===== src/rtl/intc_pkg.sv =====
package intc_pkg;

   // setup progress; encoding order matters only for readability
   typedef enum logic [1:0] {
      ST_RUN  = 2'd0,
      ST_BASE = 2'd1,
      ST_CASC = 2'd2,
      ST_OPT  = 2'd3
   } init_step_e;

   // operation code held in bits 7:5 of an address-0 command byte
   typedef enum logic [2:0] {
      OP_AROT_A  = 3'd0,
      OP_EOI_HI  = 3'd1,
      OP_NONE    = 3'd2,
      OP_EOI_SEL = 3'd3,
      OP_AROT_B  = 3'd4,
      OP_EOI_ROT = 3'd5,
      OP_SET_ROT = 3'd6,
      OP_SEL_ROT = 3'd7
   } opcmd_e;

   typedef struct packed {
      logic need_w4;
      logic solo;
      logic nested;
      logic auto_eoi;
      logic rot_aeoi;
      logic spec_mask;
      logic sel_isr;
      logic poll_pend;
   } mode_flags_t;

endpackage


===== src/rtl/intc_prio_res.sv =====
module intc_prio_res #(
   parameter int LINES  = 8,
   parameter int LINE_W = $clog2(LINES),
   parameter int IMPL   = 0
) (
   input  logic [LINES-1:0]  vec,
   input  logic [LINE_W-1:0] base,
   output logic              found,
   output logic [LINE_W-1:0] line,
   output logic [LINE_W:0]   rank
);

   localparam logic [LINE_W:0] NO_RANK = (LINE_W+1)'(LINES);

   if (LINES != (1 << LINE_W)) begin : g_bad_lines
      $error("intc_prio_res: LINES must be a power of two matching LINE_W");
   end
   if (IMPL != 0 && IMPL != 1) begin : g_bad_impl
      $error("intc_prio_res: IMPL must be 0 or 1");
   end

   generate
      if (IMPL == 0) begin : g_rotate
         // barrel-rotate first, then a fixed lowest-index scan
         logic [LINES-1:0] rot;
         assign rot = LINES'({vec, vec} >> base);

         always_comb begin
            found = 1'b0;
            rank  = NO_RANK;
            for (int p = LINES - 1; p >= 0; p--) begin
               if (rot[p]) begin
                  found = 1'b1;
                  rank  = (LINE_W+1)'(p);
               end
            end
            line = rank[LINE_W-1:0] + base;
         end
      end else begin : g_scan
         // walk priority levels, mapping each to its line by modular add
         always_comb begin
            found = 1'b0;
            rank  = NO_RANK;
            line  = base;
            for (int p = LINES - 1; p >= 0; p--) begin
               if (vec[LINE_W'(p) + base]) begin
                  found = 1'b1;
                  rank  = (LINE_W+1)'(p);
                  line  = LINE_W'(p) + base;
               end
            end
         end
      end
   endgenerate

endmodule


===== src/rtl/intc_req_latch.sv =====
module intc_req_latch #(
   parameter int LINES = 8
) (
   input  logic             clk,
   input  logic             rst_n,
   input  logic [LINES-1:0] req_in,
   input  logic             clr_all,
   input  logic [LINES-1:0] clr_mask,
   output logic [LINES-1:0] irr_q
);

   logic [LINES-1:0] prev_q;
   logic [LINES-1:0] rise;

   assign rise = req_in & ~prev_q;

   always_ff @(posedge clk) begin
      if (!rst_n) begin
         irr_q  <= '0;
         prev_q <= '0;
      end else if (clr_all) begin
         irr_q  <= '0;
         prev_q <= '0;
      end else begin
         irr_q  <= (irr_q & ~clr_mask) | rise;
         prev_q <= req_in;
      end
   end


   irr_hold_chk: assert property (@(posedge clk) disable iff (!rst_n)
      (!clr_all && clr_mask == '0) |=> ((irr_q & $past(irr_q)) == $past(irr_q)));


   irr_edge_only_chk: assert property (@(posedge clk) disable iff (!rst_n)
      (!clr_all && clr_mask == '0 && irr_q == '0 && req_in == prev_q) |=> (irr_q == '0));

endmodule


===== src/rtl/intc_ctrl_regs.sv =====
module intc_ctrl_regs
   import intc_pkg::*;
#(
   parameter int LINES  = 8,
   parameter int LINE_W = $clog2(LINES),
   parameter int DATA_W = 8
) (
   input  logic              clk,
   input  logic              rst_n,
   input  logic              wr_en,
   input  logic              rd_en,
   input  logic              ack_en,
   input  logic              addr,
   input  logic [DATA_W-1:0] wr_data,
   input  logic              win_found,
   input  logic [LINE_W-1:0] win_line,
   input  logic              svc_found,
   input  logic [LINE_W-1:0] svc_line,
   output logic [LINES-1:0]  imr_q,
   output logic [LINES-1:0]  isr_q,
   output logic [LINE_W-1:0] rot_base_q,
   output logic [DATA_W-1:0] vbase_q,
   output mode_flags_t       mode_q,
   output logic [LINES-1:0]  irr_clr,
   output logic              init_clr
);

   localparam logic [DATA_W-1:0] LINE_FIELD = DATA_W'(LINES - 1);
   localparam logic [LINE_W-1:0] ONE_LINE   = LINE_W'(1);

   init_step_e step_q;

   logic is_dw;
   logic is_mode_cmd;
   logic is_op_cmd;
   logic poll_rd;
   logic ack_hit;
   logic [LINE_W-1:0] sel_line;
   opcmd_e op;

   assign init_clr    = wr_en && !addr && wr_data[4];
   assign is_dw       = wr_en && addr;
   assign is_mode_cmd = wr_en && !addr && !wr_data[4] && wr_data[3];
   assign is_op_cmd   = wr_en && !addr && !wr_data[4] && !wr_data[3];
   assign poll_rd     = rd_en && mode_q.poll_pend;
   assign ack_hit     = ack_en && win_found;
   assign sel_line    = wr_data[LINE_W-1:0];
   assign op          = opcmd_e'(wr_data[7:5]);

   // request bits retired by an acknowledge or a poll read
   always_comb begin
      irr_clr = '0;
      if ((ack_hit || (poll_rd && win_found)) && !init_clr) begin
         irr_clr = LINES'(1) << win_line;
      end
   end

   always_ff @(posedge clk) begin
      if (!rst_n || init_clr) begin
         imr_q      <= '0;
         isr_q      <= '0;
         rot_base_q <= '0;
         vbase_q    <= '0;
         mode_q     <= '0;
         step_q     <= ST_RUN;
         if (rst_n) begin
            step_q         <= ST_BASE;
            mode_q.need_w4 <= wr_data[0];
            mode_q.solo    <= wr_data[1];
         end
      end else begin
         if (is_dw) begin
            unique case (step_q)
               ST_RUN: imr_q <= wr_data[LINES-1:0];
               ST_BASE: begin
                  vbase_q <= wr_data & ~LINE_FIELD;
                  if (!mode_q.solo) begin
                     step_q <= ST_CASC;
                  end else begin
                     step_q <= mode_q.need_w4 ? ST_OPT : ST_RUN;
                  end
               end
               ST_CASC: step_q <= mode_q.need_w4 ? ST_OPT : ST_RUN;
               ST_OPT: begin
                  mode_q.nested   <= wr_data[4];
                  mode_q.auto_eoi <= wr_data[1];
                  step_q          <= ST_RUN;
               end
               default: step_q <= ST_RUN;
            endcase
         end

         if (is_mode_cmd) begin
            if (wr_data[2]) mode_q.poll_pend <= 1'b1;
            if (wr_data[1]) mode_q.sel_isr   <= wr_data[0];
            if (wr_data[6]) mode_q.spec_mask <= wr_data[5];
         end

         if (is_op_cmd) begin
            unique case (op)
               OP_AROT_A, OP_AROT_B: mode_q.rot_aeoi <= wr_data[7];
               OP_EOI_HI: begin
                  if (svc_found) isr_q[svc_line] <= 1'b0;
               end
               OP_EOI_ROT: begin
                  if (svc_found) begin
                     isr_q[svc_line] <= 1'b0;
                     rot_base_q      <= svc_line + ONE_LINE;
                  end
               end
               OP_EOI_SEL: isr_q[sel_line] <= 1'b0;
               OP_SET_ROT: rot_base_q <= sel_line + ONE_LINE;
               OP_SEL_ROT: begin
                  isr_q[sel_line] <= 1'b0;
                  rot_base_q      <= sel_line + ONE_LINE;
               end
               OP_NONE: ;
               default: ;
            endcase
         end

         if (ack_hit) begin
            if (mode_q.auto_eoi) begin
               if (mode_q.rot_aeoi) rot_base_q <= win_line + ONE_LINE;
            end else begin
               isr_q[win_line] <= 1'b1;
            end
         end

         if (poll_rd) begin
            mode_q.poll_pend <= 1'b0;
            if (win_found) isr_q[win_line] <= 1'b0;
         end
      end
   end


   init_clear_chk: assert property (@(posedge clk) disable iff (!rst_n)
      init_clr |=> (isr_q == '0 && imr_q == '0 && rot_base_q == '0 && step_q == ST_BASE));


   mask_load_chk: assert property (@(posedge clk) disable iff (!rst_n)
      (is_dw && step_q == ST_RUN) |=> (imr_q == $past(wr_data[LINES-1:0])));


   eoi_named_chk: assert property (@(posedge clk) disable iff (!rst_n)
      (is_op_cmd && op == OP_EOI_SEL) |=> !isr_q[$past(sel_line)]);


   poll_once_chk: assert property (@(posedge clk) disable iff (!rst_n)
      poll_rd |=> !mode_q.poll_pend);


   aeoi_keep_chk: assert property (@(posedge clk) disable iff (!rst_n)
      (ack_en && mode_q.auto_eoi && !init_clr) |=> $stable(isr_q));


   vbase_align_chk: assert property (@(posedge clk) disable iff (!rst_n)
      (is_dw && step_q == ST_BASE) |=> (vbase_q[LINE_W-1:0] == '0 &&
         vbase_q[DATA_W-1:LINE_W] == $past(wr_data[DATA_W-1:LINE_W])));

endmodule


===== src/rtl/intc_cmd_unit.sv =====
module intc_cmd_unit
   import intc_pkg::*;
#(
   parameter int LINES     = 8,
   parameter int DATA_W    = 8,
   parameter int CASC_LINE = 2,
   parameter int SPUR_LINE = 7,
   parameter int RES_IMPL  = 0
) (
   input  logic              clk,
   input  logic              rst_n,
   input  logic [LINES-1:0]  req_in,
   input  logic              wr_en,
   input  logic              rd_en,
   input  logic              ack_en,
   input  logic              addr,
   input  logic [DATA_W-1:0] wr_data,
   output logic [DATA_W-1:0] rd_data,
   output logic [DATA_W-1:0] ack_vec,
   output logic              int_out
);

   localparam int LINE_W = $clog2(LINES);
   localparam logic [LINES-1:0]  CASC_BIT = LINES'(1) << CASC_LINE;
   localparam logic [LINE_W-1:0] SPUR     = LINE_W'(SPUR_LINE);

   if (DATA_W != 8 || LINES != 8) begin : g_bad_width
      $error("intc_cmd_unit: command field layout needs 8 lines and 8-bit data");
   end
   if (CASC_LINE < 0 || CASC_LINE >= LINES || SPUR_LINE < 0 || SPUR_LINE >= LINES) begin : g_bad_line
      $error("intc_cmd_unit: CASC_LINE and SPUR_LINE must name a line");
   end

   logic [LINES-1:0]  irr_q, imr_q, isr_q, irr_clr;
   logic [LINE_W-1:0] rot_base_q;
   logic [DATA_W-1:0] vbase_q;
   mode_flags_t       mode_q;
   logic              init_clr;

   logic [LINES-1:0]  pend_vec, block_vec;
   logic              pend_found, block_found, svc_found;
   logic [LINE_W-1:0] pend_line, block_line, svc_line;
   logic [LINE_W:0]   pend_rank, block_rank, svc_rank;
   logic              win_found;
   logic [LINE_W-1:0] out_line;

   intc_req_latch #(.LINES(LINES)) u_req (
      .clk      (clk),
      .rst_n    (rst_n),
      .req_in   (req_in),
      .clr_all  (init_clr),
      .clr_mask (irr_clr),
      .irr_q    (irr_q)
   );

   assign pend_vec  = irr_q & ~imr_q;
   assign block_vec = isr_q
                    & (mode_q.spec_mask ? ~imr_q : '1)
                    & ((mode_q.nested && !mode_q.solo) ? ~CASC_BIT : '1);

   intc_prio_res #(.LINES(LINES), .LINE_W(LINE_W), .IMPL(RES_IMPL)) u_pend (
      .vec (pend_vec), .base (rot_base_q),
      .found (pend_found), .line (pend_line), .rank (pend_rank)
   );

   intc_prio_res #(.LINES(LINES), .LINE_W(LINE_W), .IMPL(RES_IMPL)) u_block (
      .vec (block_vec), .base (rot_base_q),
      .found (block_found), .line (block_line), .rank (block_rank)
   );

   intc_prio_res #(.LINES(LINES), .LINE_W(LINE_W), .IMPL(RES_IMPL)) u_svc (
      .vec (isr_q), .base (rot_base_q),
      .found (svc_found), .line (svc_line), .rank (svc_rank)
   );

   // an empty blocking set ranks at LINES, below every real level
   assign win_found = pend_found && (pend_rank < block_rank);
   assign out_line  = win_found ? pend_line : SPUR;

   intc_ctrl_regs #(.LINES(LINES), .LINE_W(LINE_W), .DATA_W(DATA_W)) u_ctrl (
      .clk        (clk),
      .rst_n      (rst_n),
      .wr_en      (wr_en),
      .rd_en      (rd_en),
      .ack_en     (ack_en),
      .addr       (addr),
      .wr_data    (wr_data),
      .win_found  (win_found),
      .win_line   (pend_line),
      .svc_found  (svc_found),
      .svc_line   (svc_line),
      .imr_q      (imr_q),
      .isr_q      (isr_q),
      .rot_base_q (rot_base_q),
      .vbase_q    (vbase_q),
      .mode_q     (mode_q),
      .irr_clr    (irr_clr),
      .init_clr   (init_clr)
   );

   always_comb begin
      if (mode_q.poll_pend) begin
         rd_data = DATA_W'(out_line);
      end else if (addr) begin
         rd_data = DATA_W'(imr_q);
      end else begin
         rd_data = DATA_W'(mode_q.sel_isr ? isr_q : irr_q);
      end
   end

   assign ack_vec = vbase_q | DATA_W'(out_line);
   assign int_out = win_found;

   // strobes are exclusive
   one_op_chk: assert property (@(posedge clk) disable iff (!rst_n)
      $onehot0({wr_en, rd_en, ack_en}));


   int_drop_chk: assert property (@(posedge clk) disable iff (!rst_n)
      (wr_en && !addr && wr_data[4]) |=> !int_out);


   blocked_quiet_chk: assert property (@(posedge clk) disable iff (!rst_n)
      (block_found && pend_found && block_rank <= pend_rank) |-> !int_out);


   svc_rank_chk: assert property (@(posedge clk) disable iff (!rst_n)
      (!mode_q.spec_mask && !(mode_q.nested && !mode_q.solo)) |-> (svc_rank == block_rank));

   logic unused_ok;
   assign unused_ok = &{1'b0, block_line};

endmodule


===== config.mk =====
export PLATFORM = sky130hd
export DESIGN_NAME = intc_cmd_unit
export DESIGN_NICKNAME = d
export VERILOG_FILES = /design/src/rtl/intc_pkg.sv /design/src/rtl/intc_prio_res.sv /design/src/rtl/intc_req_latch.sv /design/src/rtl/intc_ctrl_regs.sv /design/src/rtl/intc_cmd_unit.sv
export SDC_FILE = /design/constraint.sdc
export NUM_CORES = 1
export LEC_CHECK = 0
export ABC_AREA = 1
export BUFFER_PORTS_ARGS = -buffer_cell sky130_fd_sc_hd__buf_4
export CORE_ASPECT_RATIO = 1.4
export CORE_MARGIN = 2
export CORE_UTILIZATION = 50
export CTS_BUF_LIST = sky130_fd_sc_hd__clkbuf_8
export DETAILED_ROUTE_END_ITERATION = 12
export GPL_TIMING_DRIVEN = 0
export PLACE_DENSITY = 0.7
export SLEW_MARGIN = 20
export SYNTH_ARGS = -nofsm -noshare
export SYNTH_HDL_FRONTEND = slang
export SYNTH_SLANG_ARGS = --single-unit

===== constraint.sdc =====
create_clock -name clk -period 3.5 [get_ports clk]
set_input_delay 0.875 -clock clk [delete_from_list [all_inputs] [get_ports clk]]
set_output_delay 0.875 -clock clk [all_outputs]
set_load 0.02 [all_outputs]

# Word level (Yosys, flattened, before mapping)
# Cells that the tools add are included.
[totals]
regBits = 50
input_bits = 22
out_inout_bits = 17
wordCells = 173
[op_classes]
add_sub_neg = 5
magnitude_cmp = 7
eq_ne = 9
shifts = 4
mux = 74
bitwise_logic = 18
n_reduce_logical = 41
[op_table]
columns = ["cell", "n"]
rows = [
  ["$mux W8", 13],
  ["$and A8 B8 Y8", 8],
  ["$mux W4", 16],
  ["$not A8 Y8", 6],
  ["$shr A16 B3 Y8", 3],
  ["$mux W3", 15],
  ["$mux W1", 20],
  ["$or A8 B8 Y8", 2],
  ["$pmux W8 S2", 1],
  ["$reduce_and A2 Y1", 8],
  ["$logic_and A1 B1 Y1", 15],
  ["$eq A3 B3 Y1 const B", 4],
  ["$lt A3 B4 Y1 const B", 3],
  ["$reduce_or A2 Y1", 6],
  ["$add A3 B1 Y3 const B", 3],
  ["$demux W1 S3", 3],
  ["$ge A3 B1 Y1 const B", 3],
  ["$mux W2", 4],
  ["$or A8 B3 Y8", 1],
  ["$shl A1 B3 Y8 const A", 1],
  ["$add A3 B3 Y3", 2],
  ["$logic_not A1 Y1", 6],
  ["$pmux W2 S3", 1],
  ["$pmux W3 S2", 1],
  ["other kinds (11)", 13],
]

# Longest topological paths before layout
# Gate-level depths: netlist of the first run.
[depth]
ltp_word = 27
depth_mapped = 27
depth_no_buf = 26

# Cells and area by module
# From an unflattened synthesis of the first run, not the netlist that was laid out.
[hier_totals]
hier_cells = 801
hier_area_um2 = 4848.4
[by_module_without_submodules]
columns = ["mod", "n_inst", "cells_per_inst", "area_each_um2", "seq_area_each_um2"]
rows = [
  ["intc_ctrl_regs", 1, 313, 2074.5, 720.7],
  ["intc_prio_res", 3, 101, 559.3, 0.0],
  ["intc_req_latch", 1, 75, 569.3, 320.3],
  ["intc_cmd_unit", 1, 110, 526.8, 0.0],
]

# Worst setup path before layout of the first run
# OpenSTA, ideal clock, no wires.
[synth_path]
kind = "register -> output"
from = "reg u_ctrl.rot_base_q[0]"
to = "out rd_data[2]"
t_arrival_ns = 2.801
t_required_ns = 2.625
setup_slack_ns = -0.176
path_stages_with_launch = 23
path_buffers = 3
path_cell_list = "dfxtp_1 > buf_6 > buf_12 > nand3_2 > nand3_2 > a21oi_1 > or2_1 > nand2_1 > nand2_1 > nand2_1 > nand2_1 > inv_1 > ha_1 > inv_1 > fa_1 > xor2_1 > inv_1 > nand2_1 > nand2_2 > buf_6 > nand2_1 > nand2_1 > nand2_1"
[synth_via]
elab_chain_cells = 13
word_cells_on_any_way = 31
classes_between = "add/sub: 1; order compare: 1; shift: 2; mux: 26; reduce/logical: 1"
[synth_rtl]
columns = ["item", "line", "source"]
rows = [
  ["start: declaration", "intc_ctrl_regs.sv:21", "output logic [LINE_W-1:0] rot_base_q,"],
  ["start signal: assignment", "intc_ctrl_regs.sv:108", "rot_base_q <= svc_line + ONE_LINE;"],
  ["start signal: assignment", "intc_ctrl_regs.sv:112", "OP_SET_ROT: rot_base_q <= sel_line + ONE_LINE;"],
  ["start signal: assignment", "intc_ctrl_regs.sv:115", "rot_base_q <= sel_line + ONE_LINE;"],
  ["$shr A16 B3 Y8", "intc_prio_res.sv:26", "assign rot = LINES'({vec, vec} >> base);"],
  ["$mux W4 (8 in a row)", "intc_prio_res.sv:32", "if (rot[p]) begin"],
  ["$lt A4 B4 Y1", "intc_cmd_unit.sv:77", "assign win_found = pend_found && (pend_rank < block_rank);"],
  ["$logic_and A1 B1 Y1", "intc_cmd_unit.sv:77", ""],
  ["$mux W3 *", "intc_cmd_unit.sv:78", "assign out_line = win_found ? pend_line : SPUR;"],
  ["$mux W8 *", "intc_cmd_unit.sv:102", "if (mode_q.poll_pend) begin"],
  ["end: declaration", "intc_cmd_unit.sv:18", "output logic [DATA_W-1:0] rd_data,"],
]
# Mark *: on every way between the ends. The rest lies on a longest branch, timed or not.

# Worst setup path after layout of the first run
# Same ends and word-level chain as after synthesis.

==> impl_metrics.sql, run 1 <==
INSERT INTO impl_metrics (metric_group, metric, value, unit) VALUES
('run_status', 'status', 'complete, but fails checks', ''),
('run_status', 'failing_checks', 'negative setup slack', ''),
('routing', 'detail_route.first_pass.iterations', '6', ''),
('global_route', 'grt-ovfl-total', '0', ''),
('timing', 'max_freq', '0.2454', 'GHz'),
('global_route', 'grt_first_pass_wirelength', '23450', 'um'),
('global_route', 'gr-usage-all-layers', '0.3035', ''),
('finish', 'fin_nets', '870', ''),
('place', 'cell_area_placed', '0.004950', 'sq mm'),
('yosys', 'yosys.area.top_type_share', '0.2041', ''),
('power', 'fin_total_pwr', '2.393', 'mW'),
('finish', 'finalNonFillerCells', '941', ''),
('timing', 'grt_setup_unrepaired', 'yes', ''),
('setup_path', 'worst-setup-path-type', 'reg -> out', ''),
('timing', 'setup_violations', '7', ''),
('yosys', 'synth.lib_cells_used.distinct', '42', ''),
('routing', 'viasPerCell', '5.541', ''),
('yosys', 'synth_area', '0.004512', 'sq mm'),
('routing', 'starting_drt_drc_count', '403', ''),
('yosys', 'synthTopCellsByArea', 'dfxtp_1, nand2_1, nand3_1, inv_1, o21ai_0', ''),
('power', 'total_power_per_unit_cell_area', '423.5', 'mW/mm^2'),
('setup_path', 'critPathArrivalTime', '3.20', 'ns'),
('timing', 'layout_setup_ws', '-0.5754', 'ns'),
('clock_network', 'worstSkewPairLatency', '0.31', 'ns'),
('clock_network', 'path_clk_slew', '0.10', 'ns'),
('floorplanning', 'chipWidth', '84.29', 'um'),
('yosys', 'count_of_synthesis_stage_warnings_from_yosys', '0', ''),
('finish', 'drive_above_1_share', '0.2362', ''),
('routing', 'drt-total-wl', '14960', 'um'),
('global_route', 'first_global_vias', '4756', ''),
('timing', 'timing.max_slew.rel_slack', '0.4223', ''),
('clock_network', 'cts.htree.levels', '2', ''),
('finish', 'flow.area_growth_from_synthesis', '25.24', '%'),
('timing', 'worst_clock_skew', '0.007613', 'ns'),
('routing', 'num_vias', '5214', ''),
('run', 'drv_cap', '0', ''),
('clock_network', 'cts_hold_buf', '0', ''),
('setup_path', 'regToRegSetupSlack', '0', 'ns'),
('timing', 'timing.final.crit_period', '4.075', 'ns'),
('yosys', 'yosysSeqAreaShare', '0.2307', ''),
('timing', 'timing.final.crit_share', '1.164', ''),
('clock_network', 'cts-buffers-inserted', '5', ''),
('timing', 'finalHoldViolations', '0', ''),
('place', 'placement.io_buffers', '36', ''),
('finish', 'design_area', '0.005650', 'sq mm'),
('finish', 'num-fill-cells', '879', ''),
('finish', 'antenna_cells', '0', ''),
('place', 'placement_setup_slack', '-0.5230', 'ns'),
('yosys', 'synthFlopType', 'dfxtp_1', ''),
('floorplanning', 'fp.coreArea', '0.008875', 'sq mm'),
('clock_network', 'clock_path_buffers', '2', ''),
('setup_path', 'path_max_fanout', '6', ''),
('floorplanning', 'number_of_placement_rows', '41', ''),
('place', 'dp.cells', '912', ''),
('global_route', 'number_of_antenna_violations_at_the_first_check_in_global_routing', '0', ''),
('power', 'leakagePower', '2.710', 'nW'),
('routing', 'route.antenna.remaining_nets', '0', ''),
('yosys', 'yosysTopAreaCell', 'dfxtp_1', ''),
('floorplanning', 'starting_utilization_of_the_core_area', '0.5084', ''),
('routing', 'remaining_drc_errors', '0', ''),
('yosys', 'synth_edf_count', '4', ''),
('clock_network', 'clock_sinks', '50', ''),
('timing', 'worst_pin_slew', '0.8599', 'ns'),
('floorplanning', 'top_level_ports', '39', ''),
('yosys', 'cells_after_synth', '769', ''),
('setup_path', 'critPathCaptureType', 'primary output', ''),
('timing', 'report.final.slew_viol_count', '0', ''),
('clock_network', 'clock_tree_from_tritoncts', 'yes', ''),
('yosys', 'synthesis.nets', '806', ''),
('yosys', 'post_synthesis_async_set_or_reset_flop_share', '0', ''),
('place', 'place_hpwl', '11560', 'um'),
('worst_hold_path', 'timing.hold.worst.class', 'reg -> reg', ''),
('place', 'gp_congestion', '0.9379', ''),
('floorplanning', 'design.die.area', '0.009810', 'sq mm'),
('floorplanning', 'die_h', '116.4', 'um'),
('clock_network', 'clock-root-buffer', 'clkbuf_8', ''),
('routing', 'wl_per_cell', '15.90', 'um'),
('yosys', 'postSynthAreaPerCell', '5.867', 'sq um'),
('yosys', 'ys_ff_latch', '50', ''),
('yosys', 'yosys.cell_count.top_type', 'nand2_1', ''),
('power', 'vdd_ir_drop_max', '0.0003510', 'V'),
('setup_path', 'setup.worst_path.start_class', 'flip-flop', ''),
('setup_path', 'worst_ep_required_time', '2.62', 'ns'),
('yosys', 'synthTopCellsByCount', 'nand2_1, inv_1, nand3_1', ''),
('global_route', 'largest_net_degree_at_the_start_of_global_routing', '18', '');
-- cells by family after synthesis --
family,after synthesis,synth area share
simple gates,415,0.4085
flops,50,0.2307
buf+inv,148,0.1409
compound gates,139,0.1711
xor+xnor,2,0.003883
fa+ha+maj,15,0.04493
-- stage by stage --
step	util	hold slack [ns]	TNS (ns)
floorplan	-	0.4293	0
global placement	0.5577	0.4409	-2.736
detailed placement	0.5577	0.4475	-3.245
CTS	0.5982	0.4701	-3.200
global route	0.6367	0.4892	-5.212
finish	0.6367	0.4635	-3.296
-- final timing paths --
check / startpoint / endpoint / cells past startpoint
worst min register to register: u_req.prev_q[4]$_SDFF_PP0_ / u_req.irr_q[4]$_SDFF_PP0_ / 3
worst max register to register: u_ctrl.rot_base_q[0]$_SDFF_PP0_ / u_ctrl.rot_base_q[2]$_SDFF_PP0_ / 20
worst min-delay path: u_req.prev_q[4]$_SDFF_PP0_ / u_req.irr_q[4]$_SDFF_PP0_ / 3
worst max-delay path: u_ctrl.rot_base_q[0]$_SDFF_PP0_ / rd_data[2] / 23
-- repair_timing --
action                                  in CTS  in global routing
cloned                                       1                  1
gates resized for setup                     43                 77
buffers inserted                            15                  5
pin swaps                                   17                 22
endpoints found under the setup margin      13                 20
-- layout by cell type, fill, tap and decap left out, drive strengths merged --
master / n
xor2: 2
nand3b: 1
and2: 1
a21oi: 43
o311ai: 8
clkinvlp: 2
a21boi: 2
o211ai: 2
fa: 2
dfxtp: 46
buf: 73
ha: 13
nor4: 4
nor3: 14
nand2: 243
edfxtp: 4
a31oi: 3
nand4: 11
nand3: 85
clkinv: 2
nor2: 53
a211oi: 2
o21ai: 79
or2: 3
clkbuf: 23
inv: 113
-- sequential cells by signal (all words and copies together) (netlist names) --
signal and flops:
u_ctrl.rot_base_q 3, u_req.prev_q 8, u_req.irr_q 8, u_ctrl.vbase_q 5, u_ctrl.mode_q 8, u_ctrl.isr_q 8, u_ctrl.step_q 2, u_ctrl.imr_q 8
-- metal layers --
layer / part of all wire / vias to the layer above / track usage
met4: 0.048 / 0 / 0.1452
met3: 0.038 / 50 / 0.02827
met5: 0 / - / 0
li1: - / 2610 / -
met2: 0.51 / 151 / 0.5497
met1: 0.41 / 2403 / 0.3608
-- cell type report --
| class | instances | area, sq um | share of cell area |
|---|---|---|---|
| Buffer | 33 | 242.7 | 0.04296 |
| Clock buffer | 5 | 68.82 | 0.01218 |
| Clock inverter | 3 | 21.27 | 0.003764 |
| Inverter | 114 | 445.4 | 0.07883 |
| Multi-Input combinational cell | 571 | 3189 | 0.5644 |
| Sequential cell | 50 | 1050 | 0.1858 |
| Tap cell | 107 | 133.9 | 0.02369 |
| Timing Repair Buffer | 58 | 499.2 | 0.08835 |
-- worst max-delay path: stages, from the launching register on --
cell and delay, ns:
dfxtp_4 0.45, buf_8 0.16, buf_12 0.13, nand3_4 0.09, nand3_2 0.10, a21oi_1 0.07, or2_1 0.23, nand2_1 0.07
nand2_1 0.04, nand2_1 0.08, nand2_2 0.07, inv_2 0.07, ha_4 0.12, inv_2 0.03, fa_2 0.34, xor2_1 0.17
inv_1 0.07, nand2_2 0.09, nand2_4 0.07, buf_8 0.13, nand2_4 0.06, nand2_2 0.04, nand2_2 0.08, buf_6 0.11
-- power by group --
group | total (mW) | internal, mW | switching (mW)
logic | 1.37 | 0.528 | 0.846
registers | 0.671 | 0.616 | 0.0542
clock network | 0.349 | 0.144 | 0.205
Note: power is estimated with default switching activity, not from simulation.
==> run 2: changes to the inputs <==
--- a/config.mk
+++ b/config.mk
@@ -12,8 +12,10 @@
 export CORE_UTILIZATION = 50
 export CTS_BUF_LIST = sky130_fd_sc_hd__clkbuf_8
 export DETAILED_ROUTE_END_ITERATION = 12
+export GPL_ROUTABILITY_DRIVEN = 0
 export GPL_TIMING_DRIVEN = 0
-export PLACE_DENSITY = 0.7
+export PLACE_DENSITY = 0.68
+export REMOVE_ABC_BUFFERS = 1
 export SLEW_MARGIN = 20
 export SYNTH_ARGS = -nofsm -noshare
 export SYNTH_HDL_FRONTEND = slang
==> constraint.sdc (replaced) <==
create_clock -name clk -period 4.7 [get_ports clk]
set_input_delay 1.175 -clock clk [delete_from_list [all_inputs] [get_ports clk]]
set_output_delay 1.175 -clock clk [all_outputs]
set_load 0.02 [all_outputs]
==> impl_metrics.sql, run 2 (synthesis gave the netlist of run 1 again) <==
INSERT INTO impl_metrics (metric_group, metric, value, unit) VALUES
('run_status', 'status', 'finished, final reports clean', ''),
('setup_path', 'worst_ep_required_time', '3.52', 'ns'),
('floorplanning', 'fp.coreArea', '0.008875', 'sq mm'),
('timing', 'setup_violations', '0', ''),
('floorplanning', 'die_h', '116.4', 'um'),
('power', 'vdd_ir_drop_max', '0.0002548', 'V'),
('place', 'placement.io_buffers', '38', ''),
('timing', 'grt_setup_unrepaired', 'yes', ''),
('setup_path', 'regToRegSetupSlack', '1.07', 'ns'),
('setup_path', 'worstReg2RegStart', 'u_ctrl.rot_base_q[1]$_SDFF_PP0_', ''),
('finish', 'design_area', '0.004933', 'sq mm'),
('power', 'leakagePower', '2.435', 'nW'),
('floorplanning', 'starting_utilization_of_the_core_area', '0.5084', ''),
('routing', 'route.antenna.remaining_nets', '0', ''),
('global_route', 'first_global_vias', '4514', ''),
('setup_path', 'worst-setup-path-type', 'reg -> out', ''),
('worst_hold_path', 'timing.hold.worst.class', 'reg -> reg', ''),
('power', 'internal-power', '886.0', 'uW'),
('clock_network', 'clock_sinks', '50', ''),
('setup_path', 'worst_setup_path_startpoint', 'u_ctrl.rot_base_q[2]$_SDFF_PP0_', ''),
('floorplanning', 'top_level_ports', '39', ''),
('setup_path', 'worstReg2RegEnd', 'u_ctrl.rot_base_q[2]$_SDFF_PP0_', ''),
('timing', 'timing.max_slew.rel_slack', '0.3701', ''),
('clock_network', 'cts.htree.levels', '2', ''),
('global_route', 'grt-ovfl-total', '0', ''),
('routing', 'remaining_drc_errors', '0', ''),
('place', 'placement_setup_slack', '-0.6737', 'ns'),
('timing', 'hold_slack', '0.4635', 'ns'),
('setup_path', 'critPathCaptureType', 'primary output', ''),
('global_route', 'gr-usage-all-layers', '0.2681', ''),
('setup_path', 'worstRegToRegCells', '20', ''),
('timing', 'layout_setup_ws', '0.2456', 'ns'),
('power', 'clkPwrFrac', '0.186', ''),
('routing', 'wl_per_cell', '14.56', 'um'),
('finish', 'final_cell_mix', 'nand2_1, inv_1, nand3_1, nor2_1, o21ai_0', ''),
('run', 'drv_cap', '0', ''),
('global_route', 'grt_first_pass_wirelength', '21330', 'um'),
('finish', 'fin_nets', '823', ''),
('timing', 'worst_clock_skew', '0.006541', 'ns'),
('clock_network', 'worstSkewPairLatency', '0.31', 'ns'),
('power', 'power_switching_share', '0.4509', ''),
('power', 'total_power_per_unit_cell_area', '327.1', 'mW/mm^2'),
('timing', 'report.final.slew_viol_count', '0', ''),
('clock_network', 'clock_tree_from_tritoncts', 'yes', ''),
('finish', 'antenna_cells', '0', ''),
('global_route', 'largest_net_degree_at_the_start_of_global_routing', '32', ''),
('routing', 'viasPerCell', '5.638', ''),
('clock_network', 'cts-buffers-inserted', '5', ''),
('power', 'fin_total_pwr', '1.614', 'mW'),
('timing', 'worst_pin_slew', '0.9376', 'ns'),
('setup_path', 'endpoint', 'rd_data[0]', ''),
('routing', 'detail_route.first_pass.iterations', '7', ''),
('routing', 'num_vias', '5040', ''),
('timing', 'timing.final.crit_share', '0.9477', ''),
('finish', 'flow.area_growth_from_synthesis', '9.346', '%'),
('global_route', 'number_of_antenna_violations_at_the_first_check_in_global_routing', '0', ''),
('finish', 'finalNonFillerCells', '894', ''),
('floorplanning', 'chipWidth', '84.29', 'um'),
('finish', 'final_common_cell', 'nand2_1', ''),
('place', 'dp.cells', '880', ''),
('clock_network', 'clock-root-buffer', 'clkbuf_8', ''),
('timing', 'finalHoldViolations', '0', ''),
('power', 'seq_power_share', '0.309', ''),
('finish', 'drive_above_1_share', '0.1245', ''),
('setup_path', 'critPathArrivalTime', '3.28', 'ns'),
('floorplanning', 'design.die.area', '0.009810', 'sq mm'),
('routing', 'starting_drt_drc_count', '555', ''),
('clock_network', 'path_clk_slew', '0.09', 'ns'),
('routing', 'drt-total-wl', '13010', 'um'),
('timing', 'setup-tns-final', '0', 'ns'),
('power', 'power.net_switching', '727.5', 'uW'),
('timing', 'max_freq', '0.2245', 'GHz'),
('timing', 'timing.final.crit_period', '4.454', 'ns'),
('finish', 'finish.utilization', '0.5559', ''),
('setup_path', 'path_max_fanout', '30', ''),
('setup_path', 'setup.worst_path.start_class', 'flip-flop', ''),
('power', 'p_comb_frac', '0.505', ''),
('clock_network', 'clock_path_buffers', '2', ''),
('place', 'place_hpwl', '9916', 'um'),
('place', 'cell_area_placed', '0.004726', 'sq mm'),
('floorplanning', 'number_of_placement_rows', '41', '');
-- run 2: cell types whose count changed in the layout (fill, tap and decap cells not counted), sizes merged --
cell and change:
buf -30, bufinv +1, clkbuf -18
-- run 2: timing repair --
action | 4_1_cts | 5_1_grt
buffers inserted | 2 | 3
pin swaps | 1 | 2
hold buffers | 0 | 0
endpoints found under the setup margin | 7 | 6
gates resized for setup | 7 | 12
endpoints found under the hold margin | 0 | 0
cloned | 1 | 0
-- run 2: layout make-up --
class,count,area (sq um)
well taps,107,133.9
fillers,914,3941
clock buffers,5,68.82
clock inverters,3,37.54
repair inverters,1,5.005
inverters,114,441.7
flip-flops and latches,50,1055
repair buffers,43,326.6
multi-input cells,571,2865
-- run 2: worst min path at each step --
| stage | endpoint | startpoint | slack, ns | cells after the start |
|---|---|---|---|---|
| final | u_req.irr_q[6]$_SDFF_PP0_ | u_req.prev_q[6]$_SDFF_PP0_ | 0.46 | 3 |
| after global routing | u_req.irr_q[6]$_SDFF_PP0_ | u_req.prev_q[6]$_SDFF_PP0_ | 0.50 | 3 |
| after CTS | u_req.irr_q[2]$_SDFF_PP0_ | u_req.prev_q[2]$_SDFF_PP0_ | 0.47 | 3 |
| after floorplan | u_req.irr_q[0]$_SDFF_PP0_ | u_req.prev_q[0]$_SDFF_PP0_ | 0.43 | 3 |
| after detailed placement | u_req.irr_q[2]$_SDFF_PP0_ | u_req.prev_q[2]$_SDFF_PP0_ | 0.45 | 3 |
| after global placement | u_req.irr_q[2]$_SDFF_PP0_ | u_req.prev_q[2]$_SDFF_PP0_ | 0.44 | 3 |
-- run 2: power groups by stage --
stage	sequential [mW]	combinational [mW]	clock, mW
6_report	0.499	0.814	0.300
4_1_cts	0.497	0.798	0.305
5_1_grt	0.501	0.910	0.322
2_1_floorplan	0.493	0.561	0
3_5_place_dp	0.509	0.788	0
3_3_place_gp	0.508	0.771	0
-- run 2: routing by layer --
metal  track usage  share of wire
met1        0.3233           0.41
met2        0.4921           0.51
met3       0.01696          0.054
met4        0.1161          0.028
met5             0              0
-- run 2: worst max-delay path: stages (launching register included) --
cell        delay, ns
dfxtp_4          0.57
clkinvlp_4       0.33
nand3_1          0.16
nand2_1          0.08
nand2_1          0.07
nand2_1          0.04
nand2_1          0.05
nand2_1          0.05
nand2_1          0.06
nand2_1          0.05
nand2_1          0.08
inv_1            0.05
ha_1             0.54
inv_1            0.34
nand2_1          0.18
nand2_1          0.06
o21ai_1          0.09
buf_4            0.16
==> run 3: changes to the inputs <==
--- a/config.mk
+++ b/config.mk
@@ -7,14 +7,16 @@
 export LEC_CHECK = 0
 export ABC_AREA = 1
 export BUFFER_PORTS_ARGS = -buffer_cell sky130_fd_sc_hd__buf_4
+export CAP_MARGIN = 20
 export CORE_ASPECT_RATIO = 1.4
 export CORE_MARGIN = 2
 export CORE_UTILIZATION = 50
 export CTS_BUF_LIST = sky130_fd_sc_hd__clkbuf_8
+export CTS_CLUSTER_SIZE = 12
 export DETAILED_ROUTE_END_ITERATION = 12
 export GPL_ROUTABILITY_DRIVEN = 0
 export GPL_TIMING_DRIVEN = 0
-export PLACE_DENSITY = 0.68
+export PLACE_DENSITY = 0.7
 export REMOVE_ABC_BUFFERS = 1
 export SLEW_MARGIN = 20
 export SYNTH_ARGS = -nofsm -noshare
==> constraint.sdc (replaced) <==
create_clock -name clk -period 3.6 [get_ports clk]
set_input_delay 0.9 -clock clk [delete_from_list [all_inputs] [get_ports clk]]
set_output_delay 0.9 -clock clk [all_outputs]
set_load 0.02 [all_outputs]
==> impl_metrics.sql, run 3 (synthesis gave the netlist of run 1 again) <==
INSERT INTO impl_metrics (metric_group, metric, value, unit) VALUES
('setup_path', 'setup.worst_path.start_class', 'flip-flop', ''),
('worst_hold_path', 'timing.hold.worst.class', 'reg -> reg', ''),
('clock_network', 'worstSkewPairLatency', '0.31', 'ns'),
('finish', 'drive_above_1_share', '0.2766', ''),
('clock_network', 'clock-root-buffer', 'clkbuf_8', ''),
('routing', 'wl_per_cell', '16.34', 'um'),
('clock_network', 'clock_path_buffers', '2', ''),
('run_status', 'failing_checks', 'negative setup slack', ''),
('routing', 'route.antenna.remaining_nets', '0', ''),
('timing', 'setup_violations', '7', ''),
('routing', 'remaining_drc_errors', '0', ''),
('setup_path', 'worst-setup-path-type', 'reg -> out', ''),
('clock_network', 'clock_tree_from_tritoncts', 'yes', ''),
('timing', 'hold_slack', '0.4604', 'ns'),
('clock_network', 'clock_sinks', '50', ''),
('routing', 'routed_wire_length_on_met3', '859', 'um'),
('finish', 'design_area', '0.005789', 'sq mm'),
('routing', 'starting_drt_drc_count', '468', ''),
('timing', 'timing.final.crit_share', '1.095', ''),
('routing', 'topRoutingLayerUsed', 'met4', ''),
('clock_network', 'path_clk_slew', '0.10', 'ns'),
('floorplanning', 'chipWidth', '84.29', 'um'),
('global_route', 'first_global_vias', '4659', ''),
('global_route', 'grt_first_pass_wirelength', '21730', 'um'),
('floorplanning', 'design.die.area', '0.009810', 'sq mm'),
('power', 'total_power_per_unit_cell_area', '413.1', 'mW/mm^2'),
('routing', 'drt-total-wl', '15100', 'um'),
('routing', 'viasPerCell', '5.777', ''),
('setup_path', 'critPathCaptureType', 'primary output', ''),
('place', 'cell_area_placed', '0.004726', 'sq mm'),
('routing', 'metal1_wirelength', '5974', 'um'),
('finish', 'antenna_cells', '0', ''),
('run_status', 'status', 'complete, but fails checks', ''),
('floorplanning', 'top_level_ports', '39', ''),
('timing', 'grt_setup_unrepaired', 'yes', ''),
('timing', 'layout_setup_ws', '-0.3426', 'ns'),
('timing', 'timing.final.crit_period', '3.943', 'ns'),
('routing', 'num_vias', '5338', ''),
('clock_network', 'cts.htree.levels', '2', ''),
('finish', 'final_common_cell', 'nand2_1', ''),
('routing', 'met2_length', '7514', 'um'),
('place', 'placement_setup_slack', '-1.551', 'ns'),
('floorplanning', 'number_of_placement_rows', '41', ''),
('timing', 'report.final.slew_viol_count', '0', ''),
('floorplanning', 'starting_utilization_of_the_core_area', '0.5084', ''),
('setup_path', 'worst_ep_required_time', '2.70', 'ns'),
('timing', 'worst_pin_slew', '0.9741', 'ns'),
('clock_network', 'cts-buffers-inserted', '5', ''),
('power', 'vdd_ir_drop_max', '0.0003454', 'V'),
('timing', 'max_freq', '0.2536', 'GHz'),
('setup_path', 'critPathArrivalTime', '3.04', 'ns'),
('timing', 'worst_clock_skew', '0.007503', 'ns'),
('global_route', 'grt-ovfl-total', '0', ''),
('place', 'place_hpwl', '9854', 'um'),
('timing', 'timing.max_slew.rel_slack', '0.3482', ''),
('place', 'placement.io_buffers', '38', ''),
('global_route', 'number_of_antenna_violations_at_the_first_check_in_global_routing', '0', ''),
('power', 'fin_total_pwr', '2.392', 'mW'),
('finish', 'finish.utilization', '0.6523', ''),
('power', 'leakagePower', '2.682', 'nW'),
('finish', 'flow.area_growth_from_synthesis', '28.31', '%'),
('floorplanning', 'fp.coreArea', '0.008875', 'sq mm'),
('global_route', 'largest_net_degree_at_the_start_of_global_routing', '32', ''),
('timing', 'finalHoldViolations', '0', ''),
('finish', 'fin_nets', '853', ''),
('floorplanning', 'die_h', '116.4', 'um'),
('global_route', 'gr-usage-all-layers', '0.2761', ''),
('setup_path', 'path_max_fanout', '8', ''),
('finish', 'final_cell_mix', 'nand2_1, inv_1, buf_4, nand3_1, nor2_1', ''),
('run', 'drv_cap', '0', ''),
('routing', 'detail_route.first_pass.iterations', '8', '');
run 3: worst paths after layout:
| path | startpoint | to | slack (ns) | depth (start not counted) |
|---|---|---|---|---|
| worst max register to register | u_ctrl.rot_base_q[0]$_SDFF_PP0_ | u_ctrl.rot_base_q[2]$_SDFF_PP0_ | 0.11 | 23 |
| worst min-delay path | u_req.prev_q[3]$_SDFF_PP0_ | u_req.irr_q[3]$_SDFF_PP0_ | 0.46 | 3 |
| worst min register to register | u_req.prev_q[3]$_SDFF_PP0_ | u_req.irr_q[3]$_SDFF_PP0_ | 0.46 | 3 |
| worst max-delay path | u_ctrl.rot_base_q[0]$_SDFF_PP0_ | rd_data[0] | -0.34 | 18 |
run 3: area by class of cell:
| cell class | count | area (sq um) |
|---|---|---|
| clock buffers | 5 | 68.82 |
| clock inverters | 3 | 20.02 |
| fillers | 804 | 3085 |
| inverters | 114 | 465.4 |
| multi-input cells | 571 | 3402 |
| flip-flops and latches | 50 | 1057 |
| well taps | 107 | 133.9 |
| repair buffers | 73 | 636.9 |
| repair inverters | 1 | 5.005 |
run 3: report_power, final:
group | internal, mW | switching (mW) | total (mW)
clock | 0.137 | 0.200 | 0.337
sequential | 0.600 | 0.0607 | 0.660
combinational | 0.535 | 0.859 | 1.39
total | 1.27 | 1.12 | 2.39
run 3: repair_timing:
| action | in CTS | in global routing |
|---|---|---|
| buffers inserted | 20 | 15 |
| setup endpoints to repair | 26 | 17 |
| cloned | 1 | 1 |
| resized for setup | 33 | 145 |
| hold buffers | 0 | 0 |
| pin swaps | 12 | 53 |
run 3: metal layers:
| layer | GRT usage | vias up |
|---|---|---|
| met4 | 0.1645 | 0 |
| met3 | 0.02049 | 70 |
| met5 | 0 | - |
| met1 | 0.3246 | 2443 |
| li1 | - | 2584 |
| met2 | 0.4926 | 241 |
run 3: through the flow:
stage	std cells	TNS [ns]
6_report	924	-1.999
5_1_grt	924	-3.514
4_1_cts	909	-1.886
3_5_place_dp	880	-25.12
3_3_place_gp	880	-22.91
2_1_floorplan	735	-5.994
run 3: worst max-delay path, cell delays in order, from the launching register on:
cell	delay [ns]
dfxtp_4	0.45
clkinv_8	0.11
nand3_4	0.10
nand2_2	0.06
o21ai_2	0.16
inv_2	0.07
o21ai_2	0.15
inv_1	0.08
nor2_2	0.15
nand2_1	0.11
nor2_4	0.18
ha_4	0.23
a211oi_4	0.30
nand2_4	0.09
inv_4	0.10
nand2_2	0.07
nand2_2	0.07
o21ai_4	0.07
buf_6	0.15
